### src/rtl/uart_tx_pkg.sv
package uart_tx_pkg;
  localparam int WLEN_W   = 2;
  localparam int MIN_WORD = 5;
  localparam int MAX_WORD = MIN_WORD + (1 << WLEN_W) - 1;
  // start + data + parity + two stop bits
  localparam int FRAME_W  = MAX_WORD + 4;

  typedef struct packed {
    logic              brk;
    logic              stick;
    logic              even;
    logic              par_en;
    logic              stop2;
    logic [WLEN_W-1:0] wlen;
  } line_ctrl_t;

  localparam int CTRL_W = $bits(line_ctrl_t);
endpackage

### src/rtl/uart_tx_hold.sv
module uart_tx_hold #(
  parameter int DATA_W = 8
) (
  input  logic              clk_i,
  input  logic              rst_ni,
  input  logic              wr_i,
  input  logic [DATA_W-1:0] data_i,
  input  logic              take_i,
  output logic [DATA_W-1:0] data_o,
  output logic              full_o
);
  always_ff @(posedge clk_i or negedge rst_ni) begin
    if (!rst_ni) begin
      data_o <= '0;
      full_o <= 1'b0;
    end else begin
      if (wr_i) data_o <= data_i;
      // a write in the take cycle leaves a fresh character behind
      if (wr_i)        full_o <= 1'b1;
      else if (take_i) full_o <= 1'b0;
    end
  end
endmodule

### src/rtl/uart_tx_frame_build.sv
module uart_tx_frame_build
  import uart_tx_pkg::*;
#(
  parameter int TICKS_PER_BIT = 2,
  parameter int CNT_W         = 5
) (
  input  logic [MAX_WORD-1:0] data_i,
  input  line_ctrl_t          ctrl_i,
  output logic [FRAME_W-1:0]  frame_o,
  output logic [CNT_W-1:0]    ticks_o
);
  localparam int HALF = TICKS_PER_BIT / 2;

  int   wl;
  int   stop_t;
  logic par;
  logic pbit;

  always_comb begin
    wl      = MIN_WORD + int'(ctrl_i.wlen);
    frame_o = '1;
    frame_o[0] = 1'b0;
    par = 1'b0;
    for (int i = 0; i < MAX_WORD; i++) begin
      if (i < wl) begin
        frame_o[i+1] = data_i[i];
        par          = par ^ data_i[i];
      end
    end
    pbit = ctrl_i.stick ? ~ctrl_i.even : (ctrl_i.even ? par : ~par);
    for (int j = 1; j < FRAME_W; j++) begin
      if (ctrl_i.par_en && (j == wl + 1)) frame_o[j] = pbit;
    end
    if (!ctrl_i.stop2)          stop_t = TICKS_PER_BIT;
    else if (wl == MIN_WORD)    stop_t = TICKS_PER_BIT + HALF;
    else                        stop_t = 2 * TICKS_PER_BIT;
    ticks_o = CNT_W'(TICKS_PER_BIT * (1 + wl + int'(ctrl_i.par_en)) + stop_t);
  end
endmodule

### src/rtl/uart_tx_shift.sv
module uart_tx_shift
  import uart_tx_pkg::*;
#(
  parameter int TICKS_PER_BIT = 2,
  parameter int CNT_W         = 5
) (
  input  logic               clk_i,
  input  logic               rst_ni,
  input  logic               tick_i,
  input  logic               load_i,
  input  logic [FRAME_W-1:0] frame_i,
  input  logic [CNT_W-1:0]   ticks_i,
  output logic               busy_o,
  output logic               last_o,
  output logic               line_o
);
  localparam int PH_W = (TICKS_PER_BIT > 1) ? $clog2(TICKS_PER_BIT) : 1;
  localparam logic [PH_W-1:0] PH_LAST = PH_W'(TICKS_PER_BIT - 1);

  logic [FRAME_W-1:0] sh_q;
  logic [CNT_W-1:0]   cnt_q;
  logic [PH_W-1:0]    ph_q;

  always_ff @(posedge clk_i or negedge rst_ni) begin
    if (!rst_ni) begin
      sh_q   <= '1;
      cnt_q  <= '0;
      ph_q   <= '0;
      busy_o <= 1'b0;
    end else if (tick_i) begin
      if (load_i) begin
        sh_q   <= frame_i;
        cnt_q  <= ticks_i;
        ph_q   <= '0;
        busy_o <= 1'b1;
      end else if (busy_o) begin
        if (last_o) begin
          busy_o <= 1'b0;
          sh_q   <= '1;
        end else begin
          cnt_q <= cnt_q - 1'b1;
          if (ph_q == PH_LAST) begin
            ph_q <= '0;
            sh_q <= {1'b1, sh_q[FRAME_W-1:1]};
          end else begin
            ph_q <= ph_q + 1'b1;
          end
        end
      end
    end
  end

  assign last_o = busy_o && (cnt_q == CNT_W'(1));
  assign line_o = sh_q[0];
endmodule

### src/rtl/uart_tx_framer.sv
module uart_tx_framer
  import uart_tx_pkg::*;
#(
  parameter int TICKS_PER_BIT = 2
) (
  input  logic                clk_i,
  input  logic                rst_ni,
  input  logic                tick_i,
  input  logic                wr_i,
  input  logic [MAX_WORD-1:0] wr_data_i,
  input  logic [CTRL_W-1:0]   lcr_i,
  output logic                txd_o,
  output logic                thr_empty_o,
  output logic                tx_empty_o
);
  localparam int CNT_W = $clog2(TICKS_PER_BIT * FRAME_W + 1);

  line_ctrl_t          ctrl;
  logic [MAX_WORD-1:0] hold_data;
  logic                hold_full;
  logic                take;
  logic                busy;
  logic                last;
  logic                line;
  logic [FRAME_W-1:0]  frame;
  logic [CNT_W-1:0]    ticks;

  assign ctrl = line_ctrl_t'(lcr_i);
  assign take = tick_i && hold_full && (!busy || last);

  uart_tx_hold #(.DATA_W(MAX_WORD)) i_hold (
    .clk_i  (clk_i),
    .rst_ni (rst_ni),
    .wr_i   (wr_i),
    .data_i (wr_data_i),
    .take_i (take),
    .data_o (hold_data),
    .full_o (hold_full)
  );

  uart_tx_frame_build #(.TICKS_PER_BIT(TICKS_PER_BIT), .CNT_W(CNT_W)) i_build (
    .data_i  (hold_data),
    .ctrl_i  (ctrl),
    .frame_o (frame),
    .ticks_o (ticks)
  );

  uart_tx_shift #(.TICKS_PER_BIT(TICKS_PER_BIT), .CNT_W(CNT_W)) i_shift (
    .clk_i   (clk_i),
    .rst_ni  (rst_ni),
    .tick_i  (tick_i),
    .load_i  (take),
    .frame_i (frame),
    .ticks_i (ticks),
    .busy_o  (busy),
    .last_o  (last),
    .line_o  (line)
  );

  assign txd_o       = line && !ctrl.brk;
  assign thr_empty_o = !hold_full;
  assign tx_empty_o  = !hold_full && !busy;
endmodule

### config.mk
export PLATFORM = sky130hd
export DESIGN_NAME = uart_tx_framer
export DESIGN_NICKNAME = d
export VERILOG_FILES = /design/src/rtl/uart_tx_pkg.sv /design/src/rtl/uart_tx_hold.sv /design/src/rtl/uart_tx_frame_build.sv /design/src/rtl/uart_tx_shift.sv /design/src/rtl/uart_tx_framer.sv
export SDC_FILE = /design/constraint.sdc
export NUM_CORES = 1
export LEC_CHECK = 0
export ABC_AREA = 0
export BUFFER_PORTS_ARGS = -buffer_cell sky130_fd_sc_hd__buf_2
export CORE_MARGIN = 3
export CORE_UTILIZATION = 50
export DETAILED_ROUTE_END_ITERATION = 8
export GPL_TIMING_DRIVEN = 0
export PLACE_DENSITY = 0.7
export SLEW_MARGIN = 20
export SYNTH_ARGS = -nofsm -noshare
export SYNTH_HDL_FRONTEND = slang
export SYNTH_SLANG_ARGS = --single-unit
export TNS_END_PERCENT = 1
### constraint.sdc
create_clock -name clk_i -period 2.55 [get_ports clk_i]
set_input_delay 0.255 -clock clk_i [delete_from_list [all_inputs] [get_ports clk_i]]
set_output_delay 0.255 -clock clk_i [all_outputs]
set_load 0.02 [all_outputs]
Yosys cells after proc, flatten, opt, wreduce, memory -nomap -nowiden
Index checks and enable logic that the tools add are counted.
W data, S select, Z words.
{"block": "op_classes", "shifts": 0, "n_bitwise": 9, "n_lt_le_gt_ge": 8, "eq_ne": 14, "add_sub_neg": 6, "n_mul": 0, "div": 0, "reduce_logical": 25, "muxes": 47}
{"cell": "$eq A4 B32 Y1 const A", "n": 4}
{"cell": "$eq A5 B32 Y1 const A", "n": 4}
{"cell": "$lt A4 B32 Y1 const A", "n": 4}
{"cell": "$eq A3 B32 Y1 const A", "n": 2}
{"cell": "$lt A3 B32 Y1 const A", "n": 2}
{"cell": "$mux W12", "n": 4}
{"cell": "$mux W1", "n": 38}
{"cell": "$eq A2 B32 Y1 const A", "n": 1}
{"cell": "$eq A32 B4 Y1 const B", "n": 1}
{"cell": "$lt A1 B32 Y1 const A", "n": 1}
{"cell": "$lt A2 B32 Y1 const A", "n": 1}
{"cell": "$logic_and A1 B1 Y1", "n": 16}
{"cell": "$mux W5", "n": 3}
{"cell": "$xor A1 B1 Y1", "n": 7}
{"cell": "$mux W3", "n": 2}
{"cell": "$reduce_and A3 Y1", "n": 2}
{"cell": "$add A4 B1 Y5 const B", "n": 1}
{"cell": "$add A5 B5 Y5", "n": 1}
{"cell": "$eq A5 B1 Y1 const B", "n": 1}
{"cell": "$sub A5 B1 Y5 const B", "n": 1}
{"cell": "$add A3 B2 Y4 const A", "n": 1}
{"cell": "$add A4 B2 Y4", "n": 1}
{"cell": "$reduce_bool A2 Y1", "n": 2}
{"cell": "$logic_not A1 Y1", "n": 3}
{"cell": "other kinds (5)", "n": 6}
{"block": "totals", "latchBits": 0, "mem_count": 0, "romBits": 0, "mem_bits_rw": 0, "wordCells": 115, "register_bits": 28, "output_inout_bits": 3}

Logic depth before layout (Yosys ltp)
{"block": "depth", "ltp_word": 22, "depth_mapped": 11, "ltp_nobuf": 10}

By module
A second synthesis with hierarchy kept.
{"block": "unflattened", "cells_unflattened": 218, "area_unflattened_um2": 2183.3}
{"module": "uart_tx_shift", "instances": 1, "cells_each": 117, "area_per_inst_um2": 1197.4, "seq_area_each_um2": 490.5}
{"module": "uart_tx_frame_build", "instances": 1, "cells_each": 75, "area_per_inst_um2": 586.8, "seq_area_each_um2": 0.0}
{"module": "uart_tx_hold", "instances": 1, "cells_each": 20, "area_per_inst_um2": 369.1, "seq_area_each_um2": 225.2}
{"module": "uart_tx_framer", "instances": 1, "cells_each": 6, "area_per_inst_um2": 30.0, "seq_area_each_um2": 0.0}

Worst setup path before layout
Ideal clock, no wire load.
{"block": "synth_path", "path_kind": "input-to-reg", "from": "in lcr_i[0]", "to": "reg i_shift.sh_q[5]", "path_buffers": 1, "setup_time_ps": 97, "arrival_ps": 2039, "cell_stages": 11, "setup_slack_ps": 414, "cell_sequence": "inv_1 > ha_1 > inv_1 > ha_1 > nor2b_1 > xnor2_1 > xnor3_1 > nor2_1 > xor2_1 > clkbuf_1 > o211ai_1"}
{"block": "synth_via", "elab_chain_cells": 22, "word_cells_on_any_way": 33}
{"item": "from (decl)", "line": "uart_tx_framer.sv:11", "rtl": "input logic [CTRL_W-1:0] lcr_i,"}
{"item": "$add A3 B2 Y4 *", "line": "uart_tx_frame_build.sv:20", "rtl": "wl = MIN_WORD + int'(ctrl_i.wlen);"}
{"item": "$lt A1 B32 Y1", "line": "uart_tx_frame_build.sv:25", "rtl": "if (i < wl) begin"}
{"item": "$mux W1", "line": "uart_tx_frame_build.sv:25"}
{"item": "$xor A1 B1 Y1", "line": "uart_tx_frame_build.sv:27", "rtl": "par = par ^ data_i[i];"}
{"item": "$mux W1", "line": "uart_tx_frame_build.sv:25"}
{"item": "$xor A1 B1 Y1", "line": "uart_tx_frame_build.sv:27"}
{"item": "$mux W1", "line": "uart_tx_frame_build.sv:25"}
{"item": "$xor A1 B1 Y1", "line": "uart_tx_frame_build.sv:27"}
{"item": "[5 not listed]"}
{"item": "$xor A1 B1 Y1", "line": "uart_tx_frame_build.sv:27"}
{"item": "$mux W1", "line": "uart_tx_frame_build.sv:25"}
{"item": "$xor A1 B1 Y1", "line": "uart_tx_frame_build.sv:27"}
{"item": "$mux W1", "line": "uart_tx_frame_build.sv:25"}
{"item": "$not A1 Y1", "line": "uart_tx_frame_build.sv:30", "rtl": "pbit = ctrl_i.stick ? ~ctrl_i.even : (ctrl_i.even ? par : ~par);"}
{"item": "$mux W1 (2 in series)", "line": "uart_tx_frame_build.sv:30"}
{"item": "$mux W1 *", "line": "uart_tx_frame_build.sv:32", "rtl": "if (ctrl_i.par_en && (j == wl + 1)) frame_o[j] = pbit;"}
{"item": "$mux W12 *", "line": "uart_tx_shift.sv:31", "rtl": "if (load_i) begin"}
{"item": "to (signal assigned)", "line": "uart_tx_shift.sv:32", "rtl": "sh_q <= frame_i;"}
{"item": "to (signal assigned)", "line": "uart_tx_shift.sv:44", "rtl": "sh_q <= {1'b1, sh_q[FRAME_W-1:1]};"}
{"item": "to (decl)", "line": "uart_tx_shift.sv:20", "rtl": "logic [FRAME_W-1:0] sh_q;"}
Every way passes the cells marked *; elsewhere a longest branch is shown, timed or not.
A chain may end at the register's enable or synchronous reset.

Final worst setup path
{"block": "layout_path", "from": "reg i_shift.cnt_q[1]", "to": "reg i_shift.sh_q[8]"}
{"block": "layout_via", "elab_chain_cells": 6, "word_cells_on_any_way": 10}
{"item": "from (decl)", "line": "uart_tx_shift.sv:21", "rtl": "logic [CNT_W-1:0] cnt_q;"}
{"item": "from (signal assigned)", "line": "uart_tx_shift.sv:33", "rtl": "cnt_q <= ticks_i;"}
{"item": "from (signal assigned)", "line": "uart_tx_shift.sv:41", "rtl": "cnt_q <= cnt_q - 1'b1;"}
{"item": "$eq A5 B1 Y1 *", "line": "uart_tx_shift.sv:53", "rtl": "assign last_o = busy_o && (cnt_q == CNT_W'(1));"}
{"item": "$logic_and A1 B1 Y1 *", "line": "uart_tx_shift.sv:53"}
{"item": "$logic_or A1 B1 Y1", "line": "uart_tx_framer.sv:29", "rtl": "assign take = tick_i && hold_full && (!busy || last);"}
{"item": "$logic_and A1 B1 Y1", "line": "uart_tx_framer.sv:29"}
{"item": "$reduce_bool A3 Y1 (no line) / $reduce_bool A2 Y1 (equally long branches)"}
{"item": "$reduce_and A3 Y1 (no line)"}
Every way passes the cells marked *; elsewhere a longest branch is shown, timed or not. The select of a mux whose other input is x is not followed.

==> out/qor.csv <==
stage,metric,value,unit
power_and_ir_drop,maximum vdd drop,424,uV
power_and_ir_drop,Clock Power Share,20.6,%
drt,Via Count,1597,
clock_tree,Worst-Skew Late Latency,290,ps
die,die area,4600,um2
place,GP Congestion,0.872,
synthesis,synth warn,0,
drt,wire per inst,14.8,um
place,pre-CTS WS,-136,ps
die,die width,67.9,um
hold_path,class of the worst hold path,input port to flop,
clock_tree,"Reg clk slew, reported paths",110,ps
grt,global-route wire length before repair,7070,um
grt,largest net degree at the start of global routing,29,
clock_tree,H-tree depth,1,
clock_tree,CTS Buf Count,3,
die,row count,21,
hold_path,Hold Crit Depth,3,
critical_path,CP startpoint kind,flop,
power_and_ir_drop,switching pwr,0.622,mW
drt,final WL,4230,um
grt,met3 Usage GRT,3.28,%
finish,Area Growth Syn to Fin,12.9,%
clock_tree,CTS tree,built,
clock_tree,Root Driver,clkbuf_8,
finish,register area,716,um2
sta,final critical-path required period,2400,ps
finish,filler cell count,302,
power_and_ir_drop,pwr dens,811,nW/um2
power_and_ir_drop,Sw Share,35.5,%
drt,drt pass-1 iters,4,
clock_tree,clk buf depth,2,
sta,period utilisation layout,94.0,%
sta,"Slew Viols, Final",0,
sta,worst-margin pin slew,639,ps
grt,Tot GR Track Use,20.5,%
finish,layout cell share with drive strength beyond 1,21.3,%
drt,Detail Route Antenna Nets,0,
synthesis,Post-Syn Nets,250,
power_and_ir_drop,overall power,1.75,mW
place,dpl cell area,2070,um2
flow_run,max cap viols,0,
die,Core ar.,3490,um2
sta,FMAX,0.417,GHz
finish,Final Util,61.8,%
place,HPWL after detailed placement,3190,um
die,Die Height,67.9,um
synthesis,post-synthesis instance area,1910,um2
sta,Slew HR,57.1,%
critical_path,worst reg2reg path depth,9,
drt,drt initial violations,100,
power_and_ir_drop,Comb power frac,35.9,%
synthesis,Yosys cell types,35,
grt,Top Usage Layer GRT,met2,
finish,ant diodes,0,
grt,number of global-route vias before repair,1525,
critical_path,"Arr. time, crit path",2610,ps
finish,post-route cell area,2160,um2
grt,M2 GR Usage,34.9,%
sta,RSZ-0062 raised after global routing,no,
place,I/O Buffers,20,
grt,M1 GR Usage,27.5,%
drt,vias per cell,5.58,
sta,skew final,11.0,ps
synthesis,Mapped Cells,215,
critical_path,CP Max Fanout,10,
clock_tree,# Post-CTS Setup Buffers,0,
clock_tree,CTS Sinks,28,
critical_path,CP required,2760,ps
synthesis,register area share after synthesis,37.4,%
synthesis,Syn Area/Cell,8.90,um2
power_and_ir_drop,LEAKAGE,0.947,nW
critical_path,crit path capture type,flop,
die,IO Pins,22,
sta,final hold viol count,0,
finish,footprint of the multi-input gates,1130,um2
synthesis,Synth Register Bits,28,
finish,Total Nets Final,276,
grt,gr ovfl total,0,
power_and_ir_drop,sequential power share,43.5,%
die,initial core utilization,54.7,%
power_and_ir_drop,Int Pwr,1.13,mW
critical_path,Setup CP Type,flop to flop,
grt,initial antenna violation count,0,
status,status,finished clean,
sta,setup TNS,0,ps
sta,Setup WS post-layout,152,ps
drt,DRC Markers,0,
sta,Setup Viol. Count Final,0,
cell families after synthesis:
| family | synth area share (%) |
|---|---|
| buffers and inverters | 3.79 |
| and+or+nand+nor | 16.5 |
| DFF | 37.4 |
| xor gates and xnor gates | 6.21 |
| AOI/OAI and AO/OA | 21.1 |
| muxes | 4.12 |
| adders and majority gates | 10.9 |
stage by stage:
step / hold slack, ps / cells
floorplan: -40.6 / 215
global placement: 310 / 281
detailed placement: 304 / 281
CTS: 180 / 286
global route: 194 / 286
finish: 179 / 286
worst paths after layout:
check	start	end	slack, ps
max	i_shift.cnt_q[1]$_DFFE_PN0P_	i_shift.sh_q[8]$_DFFE_PN1P_	150
min	wr_data_i[7]	i_hold.data_o[7]$_DFFE_PN0P_	180
max reg2reg	i_shift.cnt_q[1]$_DFFE_PN0P_	i_shift.sh_q[8]$_DFFE_PN1P_	150
min reg2reg	i_shift.sh_q[0]$_DFFE_PN1P_	i_shift.sh_q[0]$_DFFE_PN1P_	500
max in group asynchronous	rst_ni	i_hold.full_o$_DFFE_PN0P_	1630
min in group asynchronous	rst_ni	i_shift.cnt_q[1]$_DFFE_PN0P_	500
critical path, cell delays in order, from the launching register on:
cell	delay [ps]
dfrtp_1	420
inv_1	80
ha_1	170
or4b_4	520
a21oi_4	320
nand2_4	110
clkbuf_1	270
a31oi_1	220
o22ai_1	90
a21oi_1	130
power by group through the flow:
stage | Clock (mW) | Combinational, mW | Sequential [mW]
2_1_floorplan | 0 | 0.485 | 0.731
3_3_place_gp | 0 | 0.612 | 0.763
3_5_place_dp | 0 | 0.623 | 0.764
4_1_cts | 0.362 | 0.629 | 0.756
5_1_grt | 0.381 | 0.712 | 0.784
6_report | 0.361 | 0.629 | 0.762
cell usage after synthesis:
| cell type | instances | area share (%) |
|---|---|---|
| nand2_1 | 17 | 3.3 |
| o21ai_1 | 2 | 0.52 |
| or4b_4 | 1 | 0.72 |
| o22ai_1 | 8 | 2.6 |
| a31oi_1 | 10 | 3.3 |
| o211ai_1 | 2 | 0.78 |
| dfrtp_1 | 16 | 21 |
| nor2_1 | 30 | 5.9 |
| nand2b_1 | 1 | 0.33 |
| mux2_2 | 7 | 4.1 |
| xor2_1 | 3 | 1.4 |
| or4_4 | 1 | 0.59 |
| dfstp_2 | 12 | 16 |
| nor3_1 | 4 | 1.0 |
| o211ai_2 | 1 | 0.65 |
| o311ai_0 | 2 | 0.92 |
| fa_1 | 1 | 1.0 |
| o31ai_1 | 2 | 0.78 |
| xnor2_1 | 8 | 3.7 |
| buf_2 | 1 | 0.26 |
| o21ai_0 | 19 | 5.0 |
| nor4b_1 | 1 | 0.46 |
| or4_1 | 1 | 0.39 |
| clkbuf_1 | 4 | 0.78 |
| inv_1 | 14 | 2.7 |
| xnor3_1 | 1 | 1.2 |
| nor2b_1 | 6 | 2.0 |
| nand3_1 | 3 | 0.78 |
| a21o_1 | 3 | 1.2 |
| nand2_4 | 1 | 0.59 |
| a2bb2oi_1 | 2 | 0.92 |
| nand3b_1 | 1 | 0.39 |
| a21oi_4 | 1 | 0.85 |
| ha_1 | 15 | 9.8 |
| a21oi_1 | 14 | 3.7 |
cells in the final DEF, fill, tap and decap left out, drive strengths merged:
master,synthesis,routed
nor2,30,30
buf,1,21
o21ai,21,21
nand2,18,18
dfrtp,16,16
ha,15,15
a21oi,15,15
inv,14,14
dfstp,12,12
a31oi,10,10
xnor2,8,8
o22ai,8,8
mux2,7,7
clkbuf,4,7
nor2b,6,6
nor3,4,4
xor2,3,3
a21o,3,3
nand3,3,3
o211ai,3,3
a2bb2oi,2,2
o311ai,2,2
o31ai,2,2
or4,2,2
nand2b,1,1
or4b,1,1
xnor3,1,1
nor4b,1,1
nand3b,1,1
fa,1,1
bufinv,0,1
dlygate4sd3,0,1
timing repair:
item / in CTS / in global routing
hold buffers: 1 / 0
setup endpoints to repair: 0 / 5
resized for setup: 0 / 2
hold endpoints to repair: 6 / 0
routing by layer:
metal	vias up	part of all wire, %
li1	805	-
met1	748	48
met2	39	48
met3	5	3.6
met4	0	0.92
met5	-	0
final cells by class:
class	count	share of cell area, %
Timing Repair Buffer	21	5.10
Buffer	5	0.926
Clock inverter	1	1.39
Multi-Input combinational cell	168	52.5
Sequential cell	28	33.1
Clock buffer	3	1.91
Tap cell	46	2.66
Inverter	14	2.43
flip-flops by register name, summed over array words and instances, names as in the netlist:
register / cells
i_hold.data_o: 8
i_hold.full_o: 1
i_shift.busy_o: 1
i_shift.cnt_q: 5
i_shift.ph_q: 1
i_shift.sh_q: 12
Power figures use the tool's default switching activity.
